==> src/rtl/bus_wait_seq.sv <==
module bus_wait_seq #(
  parameter int WAIT_W = 8
) (
  input  logic              clk,
  input  logic              rst_n,
  input  logic              restart,
  input  logic              bus_req,
  input  logic              two_cyc_first,
  input  logic              wai_go,
  input  logic [WAIT_W-1:0] wai_mask,
  input  logic [WAIT_W-1:0] wait_in,
  output logic              bus_gnt,
  output logic              wait_out,
  output logic              stall
);

  logic              gnt_req_q;
  logic              wcyc_q;
  logic [WAIT_W-1:0] mask_q;
  logic              cond_new;
  logic              cond_held;

  assign cond_new  = |(wait_in & wai_mask);
  assign cond_held = |(wait_in & mask_q);

  always_ff @(posedge clk or negedge rst_n) begin
    if (!rst_n) begin
      gnt_req_q <= 1'b0;
      wcyc_q    <= 1'b0;
      mask_q    <= '0;
    end else if (restart) begin
      gnt_req_q <= 1'b0;
      wcyc_q    <= 1'b0;
      mask_q    <= '0;
    end else begin
      gnt_req_q <= bus_req && (gnt_req_q || !two_cyc_first);
      if (wai_go) begin
        mask_q <= wai_mask;
        wcyc_q <= cond_new;
      end else if (wcyc_q) begin
        wcyc_q <= cond_held;
      end
    end
  end

  assign bus_gnt  = rst_n & (restart | gnt_req_q | wcyc_q);
  assign stall    = rst_n & (gnt_req_q | wcyc_q);
  assign wait_out = rst_n & (wai_go | wcyc_q);

  always_comb begin
    if (rst_n === 1'b0)
      assert_quiet_in_reset_R1: assert (!bus_gnt && !stall && !wait_out);
  end

  assert_grant_after_req_R2: assert property (@(posedge clk) disable iff (!rst_n)
    (bus_req && !two_cyc_first && !restart) |=> (bus_gnt && stall));

  assert_grant_deferred_R3: assert property (@(posedge clk) disable iff (!rst_n)
    (bus_req && two_cyc_first && !gnt_req_q && !restart) |=> !gnt_req_q);

  assert_grant_held_R4: assert property (@(posedge clk) disable iff (!rst_n)
    (bus_req && gnt_req_q && !restart) |=> (bus_gnt && stall));

  assert_stall_implies_gnt_R4: assert property (@(posedge clk) disable iff (!rst_n)
    stall |-> bus_gnt);

  assert_flag_on_strobe_R5: assert property (@(posedge clk) disable iff (!rst_n)
    wai_go |-> wait_out);

  assert_wait_entry_R6: assert property (@(posedge clk) disable iff (!rst_n)
    (wai_go && cond_new && !restart) |=> (wait_out && bus_gnt && stall));

  assert_wait_repeat_R7: assert property (@(posedge clk) disable iff (!rst_n)
    (wcyc_q && !wai_go && cond_held && !restart) |=> (wait_out && bus_gnt && stall));

  assert_wait_exit_R7: assert property (@(posedge clk) disable iff (!rst_n)
    (wcyc_q && !wai_go && !cond_held) |=> !wcyc_q);

  assert_no_wait_R8: assert property (@(posedge clk) disable iff (!rst_n)
    (wai_go && !cond_new) |=> !wcyc_q);

  assert_restart_gnt_R9: assert property (@(posedge clk) disable iff (!rst_n)
    restart |-> bus_gnt);

  assert_restart_clears_R9: assert property (@(posedge clk) disable iff (!rst_n)
    restart |=> (!wcyc_q && !gnt_req_q));

endmodule

==> config.mk <==
export PLATFORM = sky130hd
export DESIGN_NAME = bus_wait_seq
export DESIGN_NICKNAME = d
export VERILOG_FILES = /design/src/rtl/bus_wait_seq.sv
export SDC_FILE = /design/constraint.sdc
export NUM_CORES = 1
export LEC_CHECK = 0
export BUFFER_PORTS_ARGS = -buffer_cell sky130_fd_sc_hd__buf_2
export CORE_MARGIN = 2
export CORE_UTILIZATION = 25
export DETAILED_ROUTE_END_ITERATION = 10
export SLEW_MARGIN = 10
export SYNTH_ARGS = -nofsm -noshare
export SYNTH_HDL_FRONTEND = slang
export SYNTH_SLANG_ARGS = --single-unit
==> constraint.sdc <==
create_clock -name clk -period 1.05 [get_ports clk]
set_input_delay 0.105 -clock clk [delete_from_list [all_inputs] [get_ports clk]]
set_output_delay 0.105 -clock clk [all_outputs]
set_load 0.05 [all_outputs]
==> results of run 1 <==
-- layer usage --
| layer | track usage [%] | vias to the layer above | wire length [um] |
|---|---|---|---|
| li1 | - | 239 | - |
| met1 | 15.04 | 242 | 535 |
| met2 | 19.18 | 24 | 668 |
| met3 | 3.704 | 4 | 104 |
| met4 | 7.143 | 0 | 19 |
| met5 | 0 | - | 0 |
-- flip-flops by register name, indices dropped and copies added (netlist names) --
signal	cells
wcyc_q	1
gnt_req_q	1
mask_q	8
-- final cells by class --
type / instances / area [um^2]
clock buffers: 3 / 22.52
repair buffers: 31 / 205.2
flip-flops and latches: 10 / 250.2
well taps: 27 / 33.78
fillers: 204 / 1135
multi-input cells: 33 / 267.8
inverters: 2 / 7.507
-- repair_timing --
item,CTS,global route
resized for setup,6,8
endpoints found under the setup margin,3,4
hold endpoints to repair,10,2
setup buffers,0,1
pin swaps,2,0
-- how the worst min path moves through the flow --
stage,from,to,slack (ns),cells after the start
after floorplan,rst_n,gnt_req_q$_DFF_PN0_,-0.19,0
final,rst_n,wcyc_q$_DFF_PN0_,-0.34,1
after detailed placement,rst_n,gnt_req_q$_DFF_PN0_,-0.07,1
after global routing,rst_n,wcyc_q$_DFF_PN0_,-0.35,1
after CTS,rst_n,gnt_req_q$_DFF_PN0_,-0.35,1
after global placement,rst_n,gnt_req_q$_DFF_PN0_,-0.06,1
-- cells by family after synthesis --
logic type             share of synthesized area, %
and+or+nand+nor                               11.03
AOI/OAI and AO/OA                             19.55
DFF                                           50.13
muxes                                         16.04
buffers and inverters                         3.257
-- power breakdown --
| part | internal (mW) | total (mW) | leakage, nW | switching (mW) |
|---|---|---|---|---|
| Combinational | 0.121 | 0.238 | 0.255 | 0.117 |
| Sequential | 0.407 | 0.423 | 0.132 | 0.0160 |
| Clock | 0.132 | 0.257 | 0.0138 | 0.125 |
| Total | 0.660 | 0.919 | 0.401 | 0.258 |
-- through the flow --
step / total power [mW] / setup WS (ns)
3_5_place_dp: 0.6300 / -0.01367
5_1_grt: 0.9624 / -0.2679
3_3_place_gp: 0.6295 / -0.01641
4_1_cts: 0.9082 / -0.2497
6_report: 0.9187 / -0.2370
2_1_floorplan: 0.5373 / 0.02269
-- worst register-to-register path, delay by kind of cell, from the launching register on --
kind           cells  cell delay, ns
AO/OA/AOI/OAI      3            0.53
flip-flops         1            0.39
-- placed cells by master, fill, tap and decap left out, drive strengths merged --
| master | instances |
|---|---|
| a222oi | 1 |
| mux2i | 8 |
| clkbuf | 3 |
| nand2 | 2 |
| nand3 | 1 |
| a22oi | 6 |
| dfrtp | 10 |
| inv | 2 |
| dlygate4sd3 | 1 |
| buf | 30 |
| o221a | 1 |
| o21a | 2 |
| nor2 | 8 |
| nand2b | 1 |
| a21o | 1 |
| and3 | 1 |
| a41oi | 1 |
==> metrics.txt, run 1 <==
Max FO, Critical Path 2; synthesized area ~500 um^2; die area roughly 2400 um^2; post-route ant nets 0; Top FF cell, synth dfrtp_1; GRT overflow 0; fin crit share 122.6%; number of synthesis warnings 0; worst setup path end bus_gnt; final setup TNS -0.5864 ns; gate count of the mapped netlist 47; Remaining DRCs 0; number of global-route vias before repair 550; critical path's slowest cell dfrtp_1; Die Y a little under 50 um; worst-margin pin slew between 0.3 and 0.4 ns; FF-to-FF path depth 3; via/cell ratio 4.802; H-tree levels 1; placed inst area roughly 700 um^2; core area a little under 2000 um^2; layout cell share with drive strength beyond 1 around 50%; failing checks negative hold slack, negative setup slack; critical setup path kind reg -> out; worst path arrival time between 1 and 1.5 ns; unrepaired setup endpoints after global routing yes; number of cell rows 16; clk buf depth 2; Mean Syn Cell Area roughly 11 um^2; Iter 0 DRT Violations 9; Synth top cells by count 10 x dfrtp_1, 8 x mux2i_1, 8 x nor2_1; final std cells w/o fill between 100 and 150; Ant. Diodes 0; Seq/Total Area, Yosys between 50% and 60%; Yosys cell types 16; pin count of the biggest net entering global routing 9; Final Core Density around two fifths; area leader, netlist dfrtp_1; hold_ws -0.3439 ns; initial antenna violation count 0; initial core utilization between 20% and 30%; CTS sink cnt 10; Final nets approximately 100; Async S/R FF share, synth 100.0%; delay of the slowest cell on the worst path 0.40 ns; Slew Limit Fails 0; HPWL Detailed 1025 um; fmax around 780 MHz; final worst setup slack -0.2370 ns; max-cap violations 0; crit path cell chain o21a_4 > a21o_4 > buf_8; status complete, but fails checks; gpl congestion 0.7589; delay-heaviest family, CP flip-flops; Synth top area share 50.13%; I/O pin count 25; DR pass1 iterations 4; synth top area cells dfrtp_1 50%, mux2i_1 16%, a22oi_1 9.0%; VDD IR max around 0.50 mV; clk_skew ~0.0021 ns; slew margin rel. about three quarters; Power Density about 1200 nW/um^2; LEAKAGE roughly 0.4 nW; Setup-failing EPs final 3; Die W between 40 and 50 um; Hold Path Class in -> async; Reg2Reg Launch Point mask_q[0]$_DFFE_PN0P_; final instance area about 790 um^2; worst reg-to-reg setup slack about 0.03 ns; Area Overhead vs Synth 57.64%; total track usage about an eighth; CP endpoint kind primary output; WP buf/inv 1; worst flop-to-flop path endpoint wcyc_q$_DFF_PN0_; CTS tree yes; CP Launch Type flop; Final min period 1.287 ns; Worst path depth 3; wire length of the first global-routing pass about 2300 um; net count after synthesis 69; Post-synth EDFFs 0; cts bufs inserted 3; via count ~510; # placed instances a little over 100; CTS clk-pin slew, worst paths 0.06 ns; Req. time, crit path about 0.94 ns; most numerous cell in the Yosys netlist dfrtp_1; Critical Path Start wcyc_q$_DFF_PN0_; FF+latch count, synth 10; worst-skew pair later-pin latency ~0.26 ns; DR WL/cell 12.53 um; final hold viol count 2; final WL between 1000 and 1500 um; hold buffers post-CTS 1; PortBufs 24; CTS Root Cell clkbuf_4
No activity file was read; power rests on OpenSTA's default activity.
==> inputs of run 2 (changes only) <==
REMOVE_ABC_BUFFERS = 1   (was default)
==> metrics.txt, run 2 (same netlist as run 1, synthesis figures left out) <==
initial core utilization about a quarter; status complete, but fails checks; Die W between 40 and 50 um; Total Power about 910 uW; VDD IR max 0.4549 mV; die area between 2000 and 2500 um^2; worst path arrival time 1.15 ns; DR pass1 iterations 4; CTS Root Cell clkbuf_4; worst flop-to-flop path endpoint wcyc_q$_DFF_PN0_; commonest non-fill, non-tap cell in the layout buf_2; biggest regs mask_q: 8 flops, gnt_req_q: 1 flops, wcyc_q: 1 flops; crit path cell chain o21a_1 > a21o_1 > buf_6; worst-skew pair later-pin latency between 0.2 and 0.3 ns; critical setup path kind reg -> out; initial antenna violation count 0; Final Core Density between 30% and 40%; cts bufs inserted 3; via/cell ratio roughly 4.8; FF-to-FF path depth 3; worst-margin pin slew around 0.3 ns; pin count of the biggest net entering global routing 11; final WL 1323 um; Setup-failing EPs final 3; CTS clk-pin slew, worst paths around 0.06 ns; worst reg-to-reg setup slack roughly 0.02 ns; Final min period around 1.3 ns; fillers slightly below 200; Req. time, crit path roughly 0.94 ns; GRT overflow 0; H-tree levels 1; number of cell rows 16; clk buf depth 2; wire length of the first global-routing pass between 2000 and 2500 um; CP endpoint kind primary output; layout cell share with drive strength beyond 1 around 46%; unrepaired setup endpoints after global routing yes; critical path's slowest cell dfrtp_1; Reg2Reg Launch Point mask_q[5]$_DFFE_PN0P_; max-cap violations 0; PortBufs 24; I/O pin count 25; # placed instances 100; Area Overhead vs Synth 51.63%; CTS tree yes; Remaining DRCs 0; gpl congestion ~0.74; delay-heaviest family, CP flip-flops; Hold Path Stages 2; Final nets slightly above 100; WP buf/inv 1; HPWL Detailed between 900 and 1000 um; delay of the slowest cell on the worst path between 0.3 and 0.4 ns; number of global-route vias before repair 511; Max FO, Critical Path 2; clk_skew between 0.0006 and 0.0007 ns; LEAKAGE between 0.3 and 0.4 nW; largest reg by FF count mask_q; slew margin rel. 80.21%; DR WL/cell approximately 13 um; Hold Path Class in -> reg; Slew Limit Fails 0; Placement Setup Slack -0.03433 ns; post-route ant nets 0; commonest non-fill, non-tap cells in the layout 21 x buf_2, 10 x dfrtp_1, 8 x mux2i_1, 8 x nor2_1, 5 x buf_4; CP Launch Type flop; core area 1922 um^2; failing checks negative setup slack; fin crit share 120.0%; max FFs per register 8; final worst setup slack -0.2095 ns; final std cells w/o fill ~110; CTS sink cnt 10; hold_ws 0.07127 ns; Die Y just under 50 um; via count about 510; final hold viol count 0; Power Density between 1000 and 1500 nW/um^2; Hold Crit Endpoint gnt_req_q$_DFF_PN0_; Ant. Diodes 0; worst min-delay path startpoint bus_req; Iter 0 DRT Violations 10; fmax 794.0 MHz; total track usage 11.53%
==> run 2: cell types whose count changed in the layout (fill, tap and decap cells not counted) <==
| cell | delta |
|---|---|
| o21a_1 | +1 |
| buf_8 | -1 |
| o21a_4 | -1 |
| a21o_1 | +1 |
| a21o_4 | -1 |
==> run 2: worst max-delay path by stage <==
| stage | start | to | slack (ns) | depth (start not counted) |
|---|---|---|---|---|
| 2_1_floorplan | wcyc_q$_DFF_PN0_ | bus_gnt | -0.24 | 2 |
| 3_3_place_gp | wait_in[1] | wcyc_q$_DFF_PN0_ | -0.05 | 4 |
| 3_5_place_dp | wait_in[1] | wcyc_q$_DFF_PN0_ | -0.03 | 4 |
| 4_1_cts | gnt_req_q$_DFF_PN0_ | bus_gnt | -0.21 | 3 |
| 5_1_grt | wcyc_q$_DFF_PN0_ | bus_gnt | -0.27 | 3 |
| 6_report | wcyc_q$_DFF_PN0_ | bus_gnt | -0.21 | 3 |
==> run 2: power by group <==
group | switching (mW) | leakage (nW) | internal (mW) | total, mW
combinational | 0.114 | 0.247 | 0.108 | 0.222
clock | 0.134 | 0.0138 | 0.133 | 0.267
sequential | 0.0151 | 0.132 | 0.407 | 0.422
==> run 2: per-stage QoR <==
stage	TNS (ns)	area, um^2
floorplan	-0.2443	490.5
global placement	-0.05195	674.4
detailed placement	-0.03433	674.4
CTS	-0.4754	724.4
global route	-0.7379	757.0
finish	-0.5514	757.0
==> run 2: layout make-up <==
cell class	instances	area (um^2)	area share, %
Sequential cell	10	250.2	33.06
Clock buffer	3	22.52	2.975
Multi-Input combinational cell	33	252.7	33.39
Timing Repair Buffer	30	190.2	25.12
Inverter	2	7.507	0.9917
Tap cell	27	33.78	4.463
==> run 2: metal layers <==
metal	vias up	wire length (um)	GRT usage [%]
met5	-	0	0
met2	14	712	19.41
met3	4	62	4.321
met1	251	514	11.13
li1	237	-	-
met4	0	33	9.524
==> run 2: repair_timing <==
item                                    4_1_cts  5_1_grt
setup buffers                                 0        1
endpoints found under the setup margin        4        4
resized for setup                             5        7
hold buffers                                  1        0
endpoints found under the hold margin        10        0
pin swaps                                     2        0
==> inputs of run 3 (changes only) <==
ABC_AREA = 1   (was default)
==> metrics.txt, run 3 <==
via/cell ratio around 4.3; CP endpoint kind primary output; Top FF cell, synth dfrtp_1; final hold viol count 0; Final nets between 100 and 150; max-cap violations 0; status complete, but fails checks; Die W approximately 53 um; synthesized area between 600 and 700 um^2; Placement Setup Slack ~0.10 ns; gate count of the mapped netlist 80; DR WL/cell 11.48 um; register area 250.2 um^2; biggest regs mask_q: 8 flops, gnt_req_q: 1 flops, wcyc_q: 1 flops; Sw Share between 20% and 30%; Final Core Density between 30% and 40%; Final min period roughly 1.1 ns; number of global-route vias before repair ~560; slew margin rel. about nine tenths; CTS Root Cell clkbuf_4; worst-margin pin slew about 0.18 ns; delay-heaviest family, CP flip-flops; Post-synth EDFFs 0; Critical Path Start wcyc_q$_DFF_PN0_; fin crit share 106.8%; FF+latch count, synth 10; multi-input combinational cell area 299.0 um^2; Reg2Reg Launch Point mask_q[0]$_DFFE_PN0P_; Die Y roughly 53 um; Int Power roughly 720 uW; worst-skew pair later-pin latency between 0.2 and 0.3 ns; H-tree levels 1; Area Overhead vs Synth 37.53%; CP Launch Type flop; Remaining DRCs 0; LEAKAGE 0.4598 nW; Flop pwr share roughly two fifths; initial core utilization 26.91%; switching pwr slightly below 300 uW; crit path cell chain inv_2 > a31oi_4 > buf_6; Max FO, Critical Path 3; delay of the slowest cell on the worst path 0.36 ns; Synth top cells by count 34 x nand2_1, 13 x nand3_1, 10 x dfrtp_1; Synth top area share roughly two fifths; Worst path depth 3; worst setup path end bus_gnt; core area between 2000 and 2500 um^2; Req. time, crit path approximately 0.94 ns; area leader, netlist dfrtp_1; synth top area cells dfrtp_1 41%, nand2_1 21%, nand3_1 11%; critical path's slowest cell dfrtp_1; gpl congestion about 0.77; Seq/Total Area, Yosys around two fifths; pin count of the biggest net entering global routing 11; worst flop-to-flop path endpoint wcyc_q$_DFF_PN0_; worst reg-to-reg setup slack approximately 0.16 ns; wire length of the first global-routing pass about 2400 um; final worst setup slack -0.07174 ns; Hold Path Class in -> reg; layout cell share with drive strength beyond 1 about two fifths; clk_skew about 0.0039 ns; initial antenna violation count 0; CTS clk-pin slew, worst paths ~0.070 ns; FF-to-FF path depth 6; Power Density 1204 nW/um^2; max FFs per register 8; unrepaired setup endpoints after global routing yes; CTS tree yes; commonest non-fill, non-tap cells in the layout 34 x nand2_1, 21 x buf_2, 13 x nand3_1; clk buf depth 2; Async S/R FF share, synth between 90% and 100%; final WL approximately 1600 um; cts bufs inserted 3; largest reg by FF count mask_q; fmax about 890 MHz; GRT overflow 0; CTS sink cnt 10; number of synthesis warnings 0; post-route ant nets 0; DR pass1 iterations 2; fillers between 200 and 250; VDD IR max roughly 0.45 mV; worst path arrival time 1.02 ns; worst min-delay path startpoint two_cyc_first; WP buf/inv 2; number of cell rows 17; most numerous cell in the Yosys netlist nand2_1; via count 603; HPWL Detailed 1251 um; Iter 0 DRT Violations 9; Total Power about 1.0 mW; Yosys cell types 13; critical setup path kind reg -> out; total track usage 12.17%; Clock Power Share 34.6%; I/O pin count 25; Slew Limit Fails 0; die area approximately 2800 um^2; combinational power share 23.7%; hold_ws 0.008212 ns; Setup-failing EPs final 3; PortBufs 24; Ant. Diodes 0; commonest non-fill, non-tap cell in the layout nand2_1; failing checks negative setup slack; Mean Syn Cell Area between 7 and 8 um^2
-- run 3: cells by family (layout without fill, tap and decap cells) --
| kind of cell | count (synthesis) | in the layout | synth area share (%) |
|---|---|---|---|
| buffers and inverters | 9 | 40 | 11.55 |
| AO/OA/AOI/OAI | 8 | 8 | 10.93 |
| flip-flops | 10 | 10 | 41.24 |
| AND/OR/NAND/NOR | 53 | 53 | 36.29 |
-- run 3: area by class of cell --
| class | count | area share, % |
|---|---|---|
| well taps | 28 | 4.198 |
| multi-input cells | 61 | 35.83 |
| repair buffers | 30 | 22.34 |
| clock buffers | 4 | 4.348 |
| flip-flops and latches | 10 | 29.99 |
| inverters | 6 | 3.298 |
-- run 3: metrics by stage --
step	cell area [um^2]	instances	TNS [ns]
2_1_floorplan	564.3	77	-0.2226
6_report	834.6	139	-0.1566
3_3_place_gp	749.5	133	0
5_1_grt	834.6	139	-0.2988
3_5_place_dp	749.5	133	0
4_1_cts	818.3	139	-0.2494
-- run 3: worst min-delay path by stage --
stage	end	slack [ns]	cells past startpoint
floorplan	gnt_req_q$_DFF_PN0_	-0.19	0
global placement	gnt_req_q$_DFF_PN0_	0.04	2
detailed placement	gnt_req_q$_DFF_PN0_	0.04	2
CTS	gnt_req_q$_DFF_PN0_	0.0009	2
global route	gnt_req_q$_DFF_PN0_	0.003	2
finish	gnt_req_q$_DFF_PN0_	0.008	2
-- run 3: repair_timing --
| item | CTS | global route |
|---|---|---|
| resized for setup | 6 | 4 |
| endpoints found under the setup margin | 3 | 3 |
| setup buffers | 1 | 0 |
| pin swaps | 2 | 2 |
| hold buffers | 1 | 0 |
| endpoints found under the hold margin | 10 | 0 |
-- run 3: power groups by stage --
stage / logic, mW / clock network, mW / registers (mW)
2_1_floorplan: 0.113 / 0 / 0.423
3_3_place_gp: 0.210 / 0 / 0.424
3_5_place_dp: 0.213 / 0 / 0.426
4_1_cts: 0.232 / 0.363 / 0.419
5_1_grt: 0.261 / 0.382 / 0.421
6_report: 0.238 / 0.347 / 0.419
-- run 3: routing by layer --
layer  track usage (%)  part of all wire, %  wire (um)  vias up
li1                  -                    -          -      318
met1             14.21                   45        718      263
met2             20.16                   48        762       20
met3             3.107                  6.6        105        2
met4             6.410                 0.63         10        0
met5                 0                    0          0        -
